## config.mk

```make
export PLATFORM = sky130hd
export DESIGN_NAME = optkey_recognizer
export DESIGN_NICKNAME = d
export VERILOG_FILES = /design/src/rtl/optkey_pkg.sv /design/src/rtl/optkey_run_tracker.sv /design/src/rtl/optkey_key_matcher.sv /design/src/rtl/optkey_idle_detector.sv /design/src/rtl/optkey_echo_timer.sv /design/src/rtl/optkey_recognizer.sv
export SDC_FILE = /design/constraint.sdc
export NUM_CORES = 1
export LEC_CHECK = 0
export BUFFER_PORTS_ARGS = -buffer_cell sky130_fd_sc_hd__clkbuf_2
export CORE_ASPECT_RATIO = 0.8
export CORE_MARGIN = 2
export CORE_UTILIZATION = 35
export CTS_BUF_LIST = sky130_fd_sc_hd__clkbuf_8
export CTS_CLUSTER_SIZE = 25
export DETAILED_ROUTE_END_ITERATION = 7
export GPL_TIMING_DRIVEN = 0
export PLACE_DENSITY_LB_ADDON = 0.12
export SLEW_MARGIN = 20
export SYNTH_ARGS = -nofsm -noshare
export SYNTH_HDL_FRONTEND = slang
export SYNTH_SLANG_ARGS = --single-unit
```

## constraint.sdc

```tcl
create_clock -name clk_i -period 3.7 [get_ports clk_i]
set_input_delay 0.37 -clock clk_i [delete_from_list [all_inputs] [get_ports clk_i]]
set_output_delay 0.37 -clock clk_i [all_outputs]
set_load 0.005 [all_outputs]
```

## src/rtl/optkey_pkg.sv

```systemverilog
package optkey_pkg;

    localparam int unsigned DEF_E1_LO    = 25;
    localparam int unsigned DEF_E1_HI    = 29;
    localparam int unsigned DEF_E2_LO    = 50;
    localparam int unsigned DEF_E2_HI    = 59;
    localparam int unsigned DEF_E3_LO    = 50;
    localparam int unsigned DEF_BYP      = 140;
    localparam int unsigned DEF_ECHO     = 3277;

    // matcher position: which element is expected next
    typedef enum logic [1:0] {
        MS_FIRST  = 2'd0,
        MS_SECOND = 2'd1,
        MS_THIRD  = 2'd2,
        MS_LAST   = 2'd3
    } match_stage_e;

    // what the current tick does to the run being measured
    typedef struct packed {
        logic ended;   // level changed: previous run is complete
        logic same;    // level unchanged: run grows by one
        logic lvl;     // level of the run before this tick
        logic whole;   // that run began with a level change
    } run_evt_t;

    function automatic logic win_hit(int unsigned v, int unsigned lo, int unsigned hi);
        return (v >= lo) && (v <= hi);
    endfunction

    function automatic int unsigned max3(int unsigned a, int unsigned b, int unsigned c);
        int unsigned m;
        m = (a > b) ? a : b;
        return (m > c) ? m : c;
    endfunction

endpackage

```

## src/rtl/optkey_run_tracker.sv

```systemverilog
module optkey_run_tracker
    import optkey_pkg::*;
#(
    parameter int unsigned RUN_SAT = 141,
    parameter int unsigned RUN_W   = 8
) (
    input  logic             clk_i,
    input  logic             rst_i,
    input  logic             tick_i,
    input  logic             lvl_i,
    output run_evt_t         evt_o,
    output logic [RUN_W-1:0] run_len_o,
    output logic [RUN_W-1:0] run_nxt_o
);
    logic             lvl_q;
    logic             whole_q;
    logic [RUN_W-1:0] cnt_q;

    always_comb begin
        evt_o.ended = tick_i && (lvl_i != lvl_q);
        evt_o.same  = tick_i && (lvl_i == lvl_q);
        evt_o.lvl   = lvl_q;
        evt_o.whole = whole_q;
        run_len_o   = cnt_q;
        if (evt_o.ended)
            run_nxt_o = RUN_W'(1);
        else if (cnt_q == RUN_W'(RUN_SAT))
            run_nxt_o = cnt_q;
        else
            run_nxt_o = cnt_q + 1'b1;
    end

    always_ff @(posedge clk_i) begin
        if (rst_i) begin
            lvl_q   <= 1'b0;
            whole_q <= 1'b0;
            cnt_q   <= '0;
        end else if (tick_i) begin
            cnt_q <= run_nxt_o;
            if (evt_o.ended) begin
                lvl_q   <= lvl_i;
                whole_q <= 1'b1;
            end
        end
    end

    // a tick with no level change never shortens the run
    assert_run_grows_R9: assert property (@(posedge clk_i) disable iff (rst_i)
        (tick_i && (lvl_i == lvl_q)) |=> (cnt_q >= $past(cnt_q)));

endmodule

```

## src/rtl/optkey_key_matcher.sv

```systemverilog
module optkey_key_matcher
    import optkey_pkg::*;
#(
    parameter int unsigned E1_LO = 25,
    parameter int unsigned E1_HI = 29,
    parameter int unsigned E2_LO = 50,
    parameter int unsigned E2_HI = 59,
    parameter int unsigned E3_LO = 50,
    parameter int unsigned RUN_W = 8
) (
    input  logic             clk_i,
    input  logic             rst_i,
    input  run_evt_t         evt_i,
    input  logic [RUN_W-1:0] run_len_i,
    input  logic [RUN_W-1:0] run_nxt_i,
    output logic             hit_now_o,
    output logic             hit_o
);
    match_stage_e stage_q, stage_d;
    logic         e1_ok, e2_ok;

    always_comb begin
        e1_ok     = win_hit(32'(run_len_i), E1_LO, E1_HI);
        e2_ok     = win_hit(32'(run_len_i), E2_LO, E2_HI);
        stage_d   = stage_q;
        hit_now_o = 1'b0;
        if (evt_i.ended) begin
            if (!evt_i.lvl) begin
                if (stage_q == MS_FIRST && evt_i.whole && e1_ok)
                    stage_d = MS_SECOND;
                else if (stage_q == MS_THIRD && e1_ok)
                    stage_d = MS_LAST;
                else
                    stage_d = MS_FIRST;
            end else begin
                stage_d = (stage_q == MS_SECOND && e2_ok) ? MS_THIRD : MS_FIRST;
            end
        end else if (evt_i.same && evt_i.lvl && stage_q == MS_LAST
                     && run_nxt_i == RUN_W'(E3_LO)) begin
            hit_now_o = 1'b1;
            stage_d   = MS_FIRST;
        end
    end

    always_ff @(posedge clk_i) begin
        if (rst_i) begin
            stage_q <= MS_FIRST;
            hit_o   <= 1'b0;
        end else begin
            stage_q <= stage_d;
            hit_o   <= hit_now_o;
        end
    end

    assert_hit_single_R9: assert property (@(posedge clk_i) disable iff (rst_i)
        hit_o |=> !hit_o);

    assert_hit_on_lit_R4: assert property (@(posedge clk_i) disable iff (rst_i)
        hit_o |-> ($past(evt_i.same) && $past(evt_i.lvl)));

    assert_hit_restarts_R5: assert property (@(posedge clk_i) disable iff (rst_i)
        hit_o |-> (stage_q == MS_FIRST));

endmodule

```

## src/rtl/optkey_idle_detector.sv

```systemverilog
module optkey_idle_detector #(
    parameter int unsigned BYP_TICKS = 140,
    parameter int unsigned RUN_W     = 8
) (
    input  logic             clk_i,
    input  logic             rst_i,
    input  logic             dark_step_i,
    input  logic [RUN_W-1:0] run_nxt_i,
    output logic             byp_o
);
    always_ff @(posedge clk_i) begin
        if (rst_i)
            byp_o <= 1'b0;
        else
            byp_o <= dark_step_i && (run_nxt_i == RUN_W'(BYP_TICKS));
    end

    assert_byp_single_R6: assert property (@(posedge clk_i) disable iff (rst_i)
        byp_o |=> !byp_o);

endmodule

```

## src/rtl/optkey_echo_timer.sv

```systemverilog
module optkey_echo_timer #(
    parameter int unsigned ECHO_TICKS = 3277,
    parameter int unsigned T_W        = 12
) (
    input  logic clk_i,
    input  logic rst_i,
    input  logic tick_i,
    input  logic arm_i,
    input  logic en_i,
    input  logic hit_now_i,
    output logic late_o
);
    logic           watch_q;
    logic [T_W-1:0] tcnt_q;

    always_ff @(posedge clk_i) begin
        if (rst_i) begin
            watch_q <= 1'b0;
            tcnt_q  <= '0;
            late_o  <= 1'b0;
        end else begin
            late_o <= 1'b0;
            if (!en_i) begin
                watch_q <= 1'b0;
            end else if (arm_i) begin
                watch_q <= 1'b1;
                tcnt_q  <= '0;
            end else if (tick_i && watch_q) begin
                if (hit_now_i) begin
                    watch_q <= 1'b0;
                end else if (tcnt_q == T_W'(ECHO_TICKS - 1)) begin
                    late_o  <= 1'b1;
                    watch_q <= 1'b0;
                end else begin
                    tcnt_q <= tcnt_q + 1'b1;
                end
            end
        end
    end

    assert_late_armed_R7: assert property (@(posedge clk_i) disable iff (rst_i)
        late_o |-> ($past(watch_q) && $past(en_i) && $past(tick_i)));

    assert_late_single_R9: assert property (@(posedge clk_i) disable iff (rst_i)
        late_o |=> !late_o);

endmodule

```

## src/rtl/optkey_recognizer.sv

```systemverilog
module optkey_recognizer
    import optkey_pkg::*;
#(
    parameter int unsigned E1_LO      = DEF_E1_LO,
    parameter int unsigned E1_HI      = DEF_E1_HI,
    parameter int unsigned E2_LO      = DEF_E2_LO,
    parameter int unsigned E2_HI      = DEF_E2_HI,
    parameter int unsigned E3_LO      = DEF_E3_LO,
    parameter int unsigned BYP_TICKS  = DEF_BYP,
    parameter int unsigned ECHO_TICKS = DEF_ECHO
) (
    input  logic clk_i,
    input  logic rst_i,
    input  logic tick_i,
    input  logic light_ok_i,
    input  logic arm_i,
    input  logic wait_en_i,
    output logic key_hit_o,
    output logic bypass_hit_o,
    output logic echo_late_o
);
    localparam int unsigned RUN_SAT = max3(BYP_TICKS, E2_HI, E3_LO) + 1;
    localparam int unsigned RUN_W   = $clog2(RUN_SAT + 1);
    localparam int unsigned T_W     = $clog2(ECHO_TICKS + 1);

    run_evt_t         evt;
    logic [RUN_W-1:0] run_len;
    logic [RUN_W-1:0] run_nxt;
    logic             hit_now;

    optkey_run_tracker #(.RUN_SAT(RUN_SAT), .RUN_W(RUN_W)) u_track (
        .clk_i     (clk_i),
        .rst_i     (rst_i),
        .tick_i    (tick_i),
        .lvl_i     (light_ok_i),
        .evt_o     (evt),
        .run_len_o (run_len),
        .run_nxt_o (run_nxt)
    );

    optkey_key_matcher #(
        .E1_LO(E1_LO), .E1_HI(E1_HI), .E2_LO(E2_LO), .E2_HI(E2_HI),
        .E3_LO(E3_LO), .RUN_W(RUN_W)
    ) u_match (
        .clk_i     (clk_i),
        .rst_i     (rst_i),
        .evt_i     (evt),
        .run_len_i (run_len),
        .run_nxt_i (run_nxt),
        .hit_now_o (hit_now),
        .hit_o     (key_hit_o)
    );

    optkey_idle_detector #(.BYP_TICKS(BYP_TICKS), .RUN_W(RUN_W)) u_idle (
        .clk_i       (clk_i),
        .rst_i       (rst_i),
        .dark_step_i (evt.same && !evt.lvl),
        .run_nxt_i   (run_nxt),
        .byp_o       (bypass_hit_o)
    );

    optkey_echo_timer #(.ECHO_TICKS(ECHO_TICKS), .T_W(T_W)) u_echo (
        .clk_i     (clk_i),
        .rst_i     (rst_i),
        .tick_i    (tick_i),
        .arm_i     (arm_i),
        .en_i      (wait_en_i),
        .hit_now_i (hit_now),
        .late_o    (echo_late_o)
    );

    assert_no_clash_R10: assert property (@(posedge clk_i) disable iff (rst_i)
        !(key_hit_o && echo_late_o));

    assert_quiet_without_tick_R9: assert property (@(posedge clk_i) disable iff (rst_i)
        !$past(tick_i) |-> !(key_hit_o || bypass_hit_o || echo_late_o));

endmodule

```

; After elaboration in Yosys (flattened, before gate mapping)
; Cells that the tools add are included.
[word_totals]
reg_bits = 28
latchBits = 0
ramBits = 0
mem_bits_ro = 0
inputBits = 6
wordCells = 71
n_memories = 0
[op_classes]
n_addsub = 2
mul = 0
n_div = 0
magnitude_cmp = 4
eq_ne = 11
shift = 0
mux = 19
bitwise = 2
reduce_logical = 24
[ops]
columns = operator, n
row1 = $mux 12, 4
row2 = $eq 8x8->1 const B, 2
row3 = $mux 8, 2
row4 = $logic_and 1x1->1, 14
row5 = $add 12x1->12 const B, 1
row6 = $eq 12x12->1 const B, 1
row7 = $mux 2, 6
row8 = $add 8x1->8 const B, 1
row9 = $eq 8x6->1 const B, 1
row10 = $ge 8x5->1 const B, 1
row11 = $ge 8x6->1 const B, 1
row12 = $le 8x5->1 const B, 1
row13 = $le 8x6->1 const B, 1
row14 = $mux 1, 7
row15 = $reduce_or 5->1, 1
row16 = $eq 2x2->1 const B, 2
row17 = $ne 2x2->1 const B, 2
row18 = $reduce_and 2->1, 2
row19 = $reduce_and 4->1, 1
row20 = $reduce_bool 2->1, 2
row21 = $reduce_bool 3->1, 1
row22 = $eq 2x1->1 const B, 1
row23 = $logic_not 2->1, 1
row24 = $not 1->1, 2
row25 = other kinds (4), 4

; Depth between registers and ports, before layout
; Gate-level depths: netlist of run 1.
[logic_depth]
word_depth = 10
ltp_mapped = 10

; Cells and area by module
; A second synthesis of run 1 with hierarchy kept.
[hier_totals]
cells_unflattened = 230
hier_area_um2 = 1883.1
[by_module_without_submodules]
columns = mod, n_inst, cells_each, area_each_um2
row1 = optkey_echo_timer, 1, 115, 912.1
row2 = optkey_run_tracker, 1, 85, 689.4
row3 = optkey_key_matcher, 1, 25, 222.7
row4 = optkey_idle_detector, 1, 4, 45.0
row5 = optkey_recognizer, 1, 1, 13.8

; Least setup slack after synthesis of run 1
; OpenSTA, ideal clock, no wires.
[synth_path]
path_kind = register to register
start = register u_track.cnt_q[0] (netlist: u_track.run_len_o[0])
end = register u_echo.tcnt_q[9]
setup_time_ns = 0.120
arrival_ns = 2.068
slack_ns = 1.512
path_stages_with_launch = 9
n_path_buf = 1
synth_period_minus_slack_ns = 2.188
path_cell_list = dfxtp_1 > ha_1 > nand3_1 > xnor2_1 > a2111oi_4 > a31o_2 > buf_6 > nor4b_1 > a211o_1
[synth_between]
elab_chain_len = 9
elab_cells_between_ends = 10
[synth_lines]
columns = element, line_no
row1 = "start, declared", optkey_run_tracker.sv:17  ; logic [RUN_W-1:0] cnt_q;
row2 = "start signal, assigned", optkey_run_tracker.sv:39  ; cnt_q <= run_nxt_o;
row3 = $add 8x1->8 / $eq 8x8->1 (equally long branches), "optkey_run_tracker.sv:30, optkey_run_tracker.sv:27"
row4 = $mux 8 *, optkey_run_tracker.sv:27  ; else if (cnt_q == RUN_W'(RUN_SAT))
row5 = $mux 8 *, optkey_run_tracker.sv:25  ; if (evt_o.ended)
row6 = $eq 8x6->1 *, optkey_key_matcher.sv:39  ; && run_nxt_i == RUN_W'(E3_LO)) begin
row7 = $logic_and 1x1->1 *, optkey_key_matcher.sv:39
row8 = $mux 1 *, optkey_key_matcher.sv:38  ; end else if (evt_i.same && evt_i.lvl && stage_q == MS_LAST
row9 = $mux 1 *, optkey_key_matcher.sv:27  ; if (evt_i.ended) begin
row10 = $ne 2x2->1 (no line) *, n/a
row11 = $reduce_and 4->1 (no line) *, n/a
row12 = "end signal, assigned", optkey_echo_timer.sv:35  ; tcnt_q <= tcnt_q + 1'b1;
row13 = "end, declared", optkey_echo_timer.sv:14  ; logic [T_W-1:0] tcnt_q;
; Every way passes the cells marked *; elsewhere a longest branch is shown, timed or not.
; A chain may end at the register's enable or synchronous reset.

; Final worst setup path of run 1
; Ends and elaborated chain as after synthesis.

==> key figures, run 1 <==
Run status
  – Status: finished clean

Yosys
  – Sequential area share after synthesis: 31.2%
  – Yosys Warn Count: 0
  – Area share of the largest cell type after synthesis: 31.2%
  – Synth top area cells: dfxtp_1 31%, nand2_1 5.2%, nand3_1 4.7%
  – FFs w/ async S/R, synth: 0%
  – Average size of a mapped cell: 7.98 um^2
  – Net Count, Synth: 237
  – EDFF count, synth: 0
  – Area leader, netlist: dfxtp_1
  – Synthesized instance count: 225
  – Yosys reg bits: 28
  – Synthesized area: 1800 um^2
  – Library cells used by synthesis: 56
  – Top FF cell, synth: dfxtp_1

Route
  – Antenna Nets Post-Route: 0
  – Iter 0 DRT Violations: 164
  – Pre-antenna DRT Iters: 4
  – Vias: 1685
  – Drt drc: 0
  – Total Wirelength: 4.57 mm
  – Vias/cell: 5.65
  – WL per Instance: 15.3 um

Flow run
  – Max Cap Viol: 0

Pwr
  – Pleak: 0.712 nW
  – Power per Cell Area: 294 nW/um^2
  – Total power: 0.575 mW
  – Worst ir drop on vdd: 0.000136 V

Floorplan
  – Core Area: 4980 um^2
  – I/O pins: 9
  – Initial core utilization: 36.1%
  – Die height: 68.1 um
  – Die area: 5720 um^2
  – # rows: 23
  – Horiz. Die Dim: 84.1 um

Hold path
  – Min-delay worst type: primary input to flop

Clock network
  – CTS Buf Count: 3
  – CTS max path bufs: 2
  – Clk slew on worst S/H paths: 0.10 ns
  – H-Tree Depth: 1
  – CTS tree: yes
  – Hold-fix buffer count after cts: 0
  – Post-CTS Setup Bufs: 0
  – Post-CTS sizing: 0
  – Total clock sinks: 28
  – Clk_lat worst skew: 0.27 ns
  – Clock root buffer: clkbuf_8

Timing
  – Tcrit/Tclk final: 72.0%
  – Final setup vio count: 0
  – Fmax: 0.376 GHz
  – Tmin final: 2.66 ns
  – Final Max Slew Viols: 0
  – Final hold vios: 0
  – Tightest Pin Transition: 0.671 ns
  – Final TNS setup: 0 ns
  – Clock Skew: 0.00653 ns
  – Slew HR: 55.1%
  – Final setup margin: 1.04 ns
  – RSZ-0062 raised after global routing: false

Layout
  – N_diodes: 0
  – Cell Count, Final, Fillers Out: 298
  – Most common cell after layout, fill and taps aside: dfxtp_1
  – Share of layout cells above drive strength 1: 11.4%
  – Most frequent cells in the layout: 28 x dfxtp_1, 25 x nand2_1, 19 x nor2_1
  – Area of the multi-input gates: 1140 um^2
  – Register Area: 561 um^2
  – Area growth, synth to finish: 8.85%
  – Total Nets Final: 250
  – Fill cell count: 533

Setup path
  – CP Max Fanout: 10
  – CP Class: flop to flop
  – Worst EP required: 3.88 ns
  – Crit path arrival time: 2.84 ns
  – Setup crit start kind: flop
  – CP Capture Type: flop

GRT
  – GRT Residual Overflow: 0
  – Vias in the first global route: 1460
  – Initial antenna violation count: 0
  – Total GRT Usage: 17.0%
  – First-pass GRT wire length: 7.73 mm
  – Largest net degree at the start of global routing: 15

Placement
  – Gpl congestion: 0.898
  – DP Cell Count: 295
  – Setup Slack @ Placement: 1.08 ns
  – PortBufs: 8
  – Hpwl dp: 3.42 mm
[sequential cells by signal, indices dropped and copies added (netlist names)]
register	count
u_idle.byp_o	1
u_echo.tcnt_q	12
u_echo.late_o	1
u_echo.watch_q	1
u_track.lvl_q	1
u_track.run_len_o	8
u_match.hit_o	1
u_match.stage_q	2
u_track.whole_q	1
[path summary, 6_finish.rpt]
kind / slack (ns) / end / cells past startpoint / start
max: 1.04 / u_echo.tcnt_q[9] / 7 / u_track.run_len_o[0]
min: 0.40 / u_echo.watch_q / 3 / arm_i
max reg2reg: 1.04 / u_echo.tcnt_q[9] / 7 / u_track.run_len_o[0]
min reg2reg: 0.48 / u_track.whole_q / 2 / u_track.whole_q
[per-layer routing]
metal  up-vias  share of wire [%]  track usage [%]  wire length [um]
li1        863                  -                -                 -
met1       772                 54             26.1              2460
met2        48                 39             24.7              1760
met3         2                6.9             3.14               317
met4         0               0.63             3.02                29
met5         -                  0                0                 0
[stage by stage]
stage | hold WS, ns | util, % | instance area, um^2
floorplan | 0.435 | - | 1800
global placement | 0.461 | 38.4 | 1910
detailed placement | 0.462 | 38.4 | 1910
CTS | 0.392 | 39.3 | 1950
global route | 0.393 | 39.3 | 1950
finish | 0.397 | 39.3 | 1950
[cell type report]
class                           count  area share, %
Inverter                            9           1.73
Tap cell                           62           3.97
Timing Repair Buffer                8           2.05
Buffer                             11           3.07
Multi-Input combinational cell    177           58.4
Clock buffer                        3           2.11
Sequential cell                    28           28.7
[logic make-up after synthesis]
| kind of cell | count (synthesis) | synth area share, % |
|---|---|---|
| AO/OA/AOI/OAI | 53 | 22.0 |
| XOR/XNOR | 6 | 2.93 |
| adder cells (fa/ha/maj) | 6 | 4.18 |
| AND/OR/NAND/NOR | 109 | 32.8 |
| flip-flops | 28 | 31.2 |
| buffers and inverters | 20 | 5.23 |
| multiplexers | 3 | 1.67 |
[worst max-delay path: stages, from the launching register on]
cell	delay (ns)
dfxtp_1	0.56
ha_1	0.32
nand3_1	0.17
xnor2_1	0.42
a2111oi_4	0.13
a31oi_2	0.55
a21oi_1	0.13
a211o_1	0.28
[synthesized netlist by cell type (3+ instances only)]
master	count
dfxtp_1	28
nand2_1	25
nor2_1	19
nand3_1	17
a21oi_1	13
inv_1	8
o211ai_1	7
clkbuf_1	6
ha_1	6
nor4_1	6
or4_1	6
nand4_1	5
nor3_1	5
o21ai_0	5
a31oi_1	4
and3_1	4
nand3b_1	4
xnor2_1	4
mux2i_1	3
nor4b_1	3
or2_2	3
[power breakdown]
| group | internal, mW | switching (mW) | leakage (nW) |
|---|---|---|---|
| sequential | 0.312 | 0.0107 | 0.227 |
| clock | 0.0732 | 0.0943 | 0.0216 |
| combinational | 0.0326 | 0.0523 | 0.463 |
| total | 0.417 | 0.157 | 0.712 |
Note: power is estimated with default switching activity, not from simulation.
==> inputs of run 2 (changes only) <==
Settings changed: ABC_AREA set to 1.
Clock period 3.7 ns to 2.7 ns, I/O delays scaled along.
==> key figures, run 2 <==
Timing
  – Final TNS setup: 0 ns
  – Tcrit/Tclk final: 82.2%
  – Clock Skew: 0.00941 ns
  – Tightest Pin Transition: 0.420 ns
  – Final Max Slew Viols: 0
  – RSZ-0062 raised after global routing: false
  – Final setup vio count: 0
  – Tmin final: 2.22 ns
  – Final hold vios: 0
  – Fmax: 0.451 GHz
  – Final setup margin: 0.481 ns
  – Slew HR: 72.0%
  – Final hold slack: 0.298 ns

Layout
  – Max FFs per register: 12
  – Share of layout cells above drive strength 1: 12.0%
  – Cell Count, Final, Fillers Out: 353
  – Final core utilization: 40.0%
  – Area growth, synth to finish: 8.44%
  – N_diodes: 0
  – Biggest register: u_echo.tcnt_q
  – Most frequent cells in the layout: 63 x nand2_1, 40 x nor2_1, 35 x inv_1
  – Fill cell count: 552
  – Most common cell after layout, fill and taps aside: nand2_1
  – Total Nets Final: 304

Clock network
  – Clk slew on worst S/H paths: 0.09 ns
  – CTS max path bufs: 2
  – H-Tree Depth: 1
  – CTS tree: yes
  – CTS Buf Count: 3
  – Post-CTS Setup Bufs: 0
  – Hold-fix buffer count after cts: 0
  – Clock root buffer: clkbuf_8
  – Clk_lat worst skew: 0.28 ns
  – Post-CTS sizing: 0
  – Total clock sinks: 28

Floorplan
  – Core Area: 5060 um^2
  – Initial core utilization: 36.9%
  – Horiz. Die Dim: 85.7 um
  – Die height: 69.3 um
  – Die area: 5940 um^2
  – I/O pins: 9
  – # rows: 23

Setup path
  – CP Class: flop to flop
  – Setup crit start kind: flop
  – Cells along the critical path: inv_1 > ha_1 > inv_1 > nor2_8 > nand3_4 > nand4_1 > nor2_2 > nand3_4 > nand2_4 > nand2_4 > buf_6 > nor2_1 > nor2_1
  – Worst path max stage delay: 0.50 ns
  – Worst EP required: 2.88 ns
  – CP Max Fanout: 10
  – Top Family by Delay on Critical Path: simple AND/OR/NAND/NOR gates
  – Crit-path slowest cell: dfxtp_1
  – Crit path arrival time: 2.40 ns
  – Buf+Inv Stages, Crit Path: 3
  – CP Capture Type: flop

Route
  – Vias/cell: 4.87
  – WL per Instance: 12.1 um
  – Total Wirelength: 4.25 mm
  – Pre-antenna DRT Iters: 4
  – Drt drc: 0
  – Antenna Nets Post-Route: 0
  – Vias: 1720
  – Iter 0 DRT Violations: 119

Yosys
  – Area share of the largest cell type after synthesis: 30.0%
  – Average size of a mapped cell: 6.62 um^2
  – Area leader, netlist: dfxtp_1
  – Top cells by count, synth: 63 x nand2_1, 40 x nor2_1, 35 x inv_1
  – Top FF cell, synth: dfxtp_1
  – Sequential area share after synthesis: 30.0%
  – Synth top area cells: dfxtp_1 30%, nand2_1 13%, nor2_1 8.0%
  – Yosys Warn Count: 0
  – Library cells used by synthesis: 34
  – Synthesized area: 1870 um^2
  – EDFF count, synth: 0
  – Net Count, Synth: 294
  – Synthesized instance count: 282
  – Most frequent cell after synthesis: nand2_1
  – Yosys reg bits: 28
  – FFs w/ async S/R, synth: 0%

Placement
  – DP Cell Count: 349
  – Setup Slack @ Placement: 0.510 ns
  – PortBufs: 5
  – Gpl congestion: 0.769
  – Hpwl dp: 3.32 mm

Run status
  – Status: finished clean

Hold path
  – Min-delay worst type: primary input to flop

Pwr
  – Pleak: 0.912 nW
  – Worst ir drop on vdd: 0.000174 V
  – Power per Cell Area: 434 nW/um^2

Flow run
  – Max Cap Viol: 0

GRT
  – Initial antenna violation count: 0
  – Vias in the first global route: 1441
  – Largest net degree at the start of global routing: 16
  – First-pass GRT wire length: 7.31 mm
  – GRT Residual Overflow: 0
  – Total GRT Usage: 15.5%
run 2: changes by cell type in the layout (fill, tap and decap cells not counted), moves of 5 or more:
| cell | before | now |
|---|---|---|
| nor2_2 | 0 | 5 |
| nor2_1 | 19 | 40 |
| nor4_1 | 6 | 0 |
| or4_1 | 6 | 0 |
| nand2_1 | 25 | 63 |
| nand4_1 | 5 | 10 |
| o21ai_0 | 5 | 11 |
| inv_1 | 8 | 35 |
run 2: area by class of cell:
class / count / area, um^2 / area share, %
clock buffer: 4 / 55.1 / 2.72
sequential: 28 / 561 / 27.7
inverter: 36 / 135 / 6.67
multi-input combinational: 208 / 1100 / 54.5
timing repair buffer: 5 / 25.0 / 1.24
buffer: 10 / 68.8 / 3.40
tap: 62 / 77.6 / 3.83
run 2: final timing paths:
kind / from / endpoint / slack [ns] / depth (start not counted)
setup / recovery: u_track.run_len_o[1] / u_echo.tcnt_q[2] / 0.48 / 13
hold / removal: wait_en_i / u_echo.late_o / 0.30 / 3
setup reg to reg: u_track.run_len_o[1] / u_echo.tcnt_q[2] / 0.48 / 13
hold reg to reg: u_track.whole_q / u_track.whole_q / 0.48 / 2
run 2: kinds of logic after synthesis:
kind of cell / share of synthesized area [%]
simple gates: 41.1
compound gates: 12.5
flops: 30.0
xor+xnor: 1.41
buf+inv: 10.9
fa+ha+maj: 4.02
run 2: power by group:
| part | switching (mW) | internal, mW | total, mW |
|---|---|---|---|
| clock | 0.132 | 0.131 | 0.262 |
| combinational | 0.0984 | 0.0560 | 0.154 |
| sequential | 0.0264 | 0.436 | 0.462 |
| total | 0.256 | 0.622 | 0.879 |
run 2: layer usage:
metal / track usage [%] / share of wire, % / vias to the layer above
met4: 3.17 / 0.61 / 0
met3: 3.45 / 4.5 / 2
li1: - / - / 935
met1: 25.4 / 56 / 757
met5: 0 / 0 / -
met2: 20.1 / 38 / 26
run 2: tightest hold or removal path, cell delays in order:
cell	delay (ns)
clkbuf_2	0.11
nand4_1	0.11
inv_1	0.04
run 2: stage by stage:
| step | area [um^2] | total power, mW |
|---|---|---|
| after floorplan | 1870 | 0.590 |
| final | 2030 | 0.879 |
| after detailed placement | 1970 | 0.626 |
| after global placement | 1970 | 0.627 |
| after global routing | 2030 | 0.938 |
| after CTS | 2030 | 0.897 |
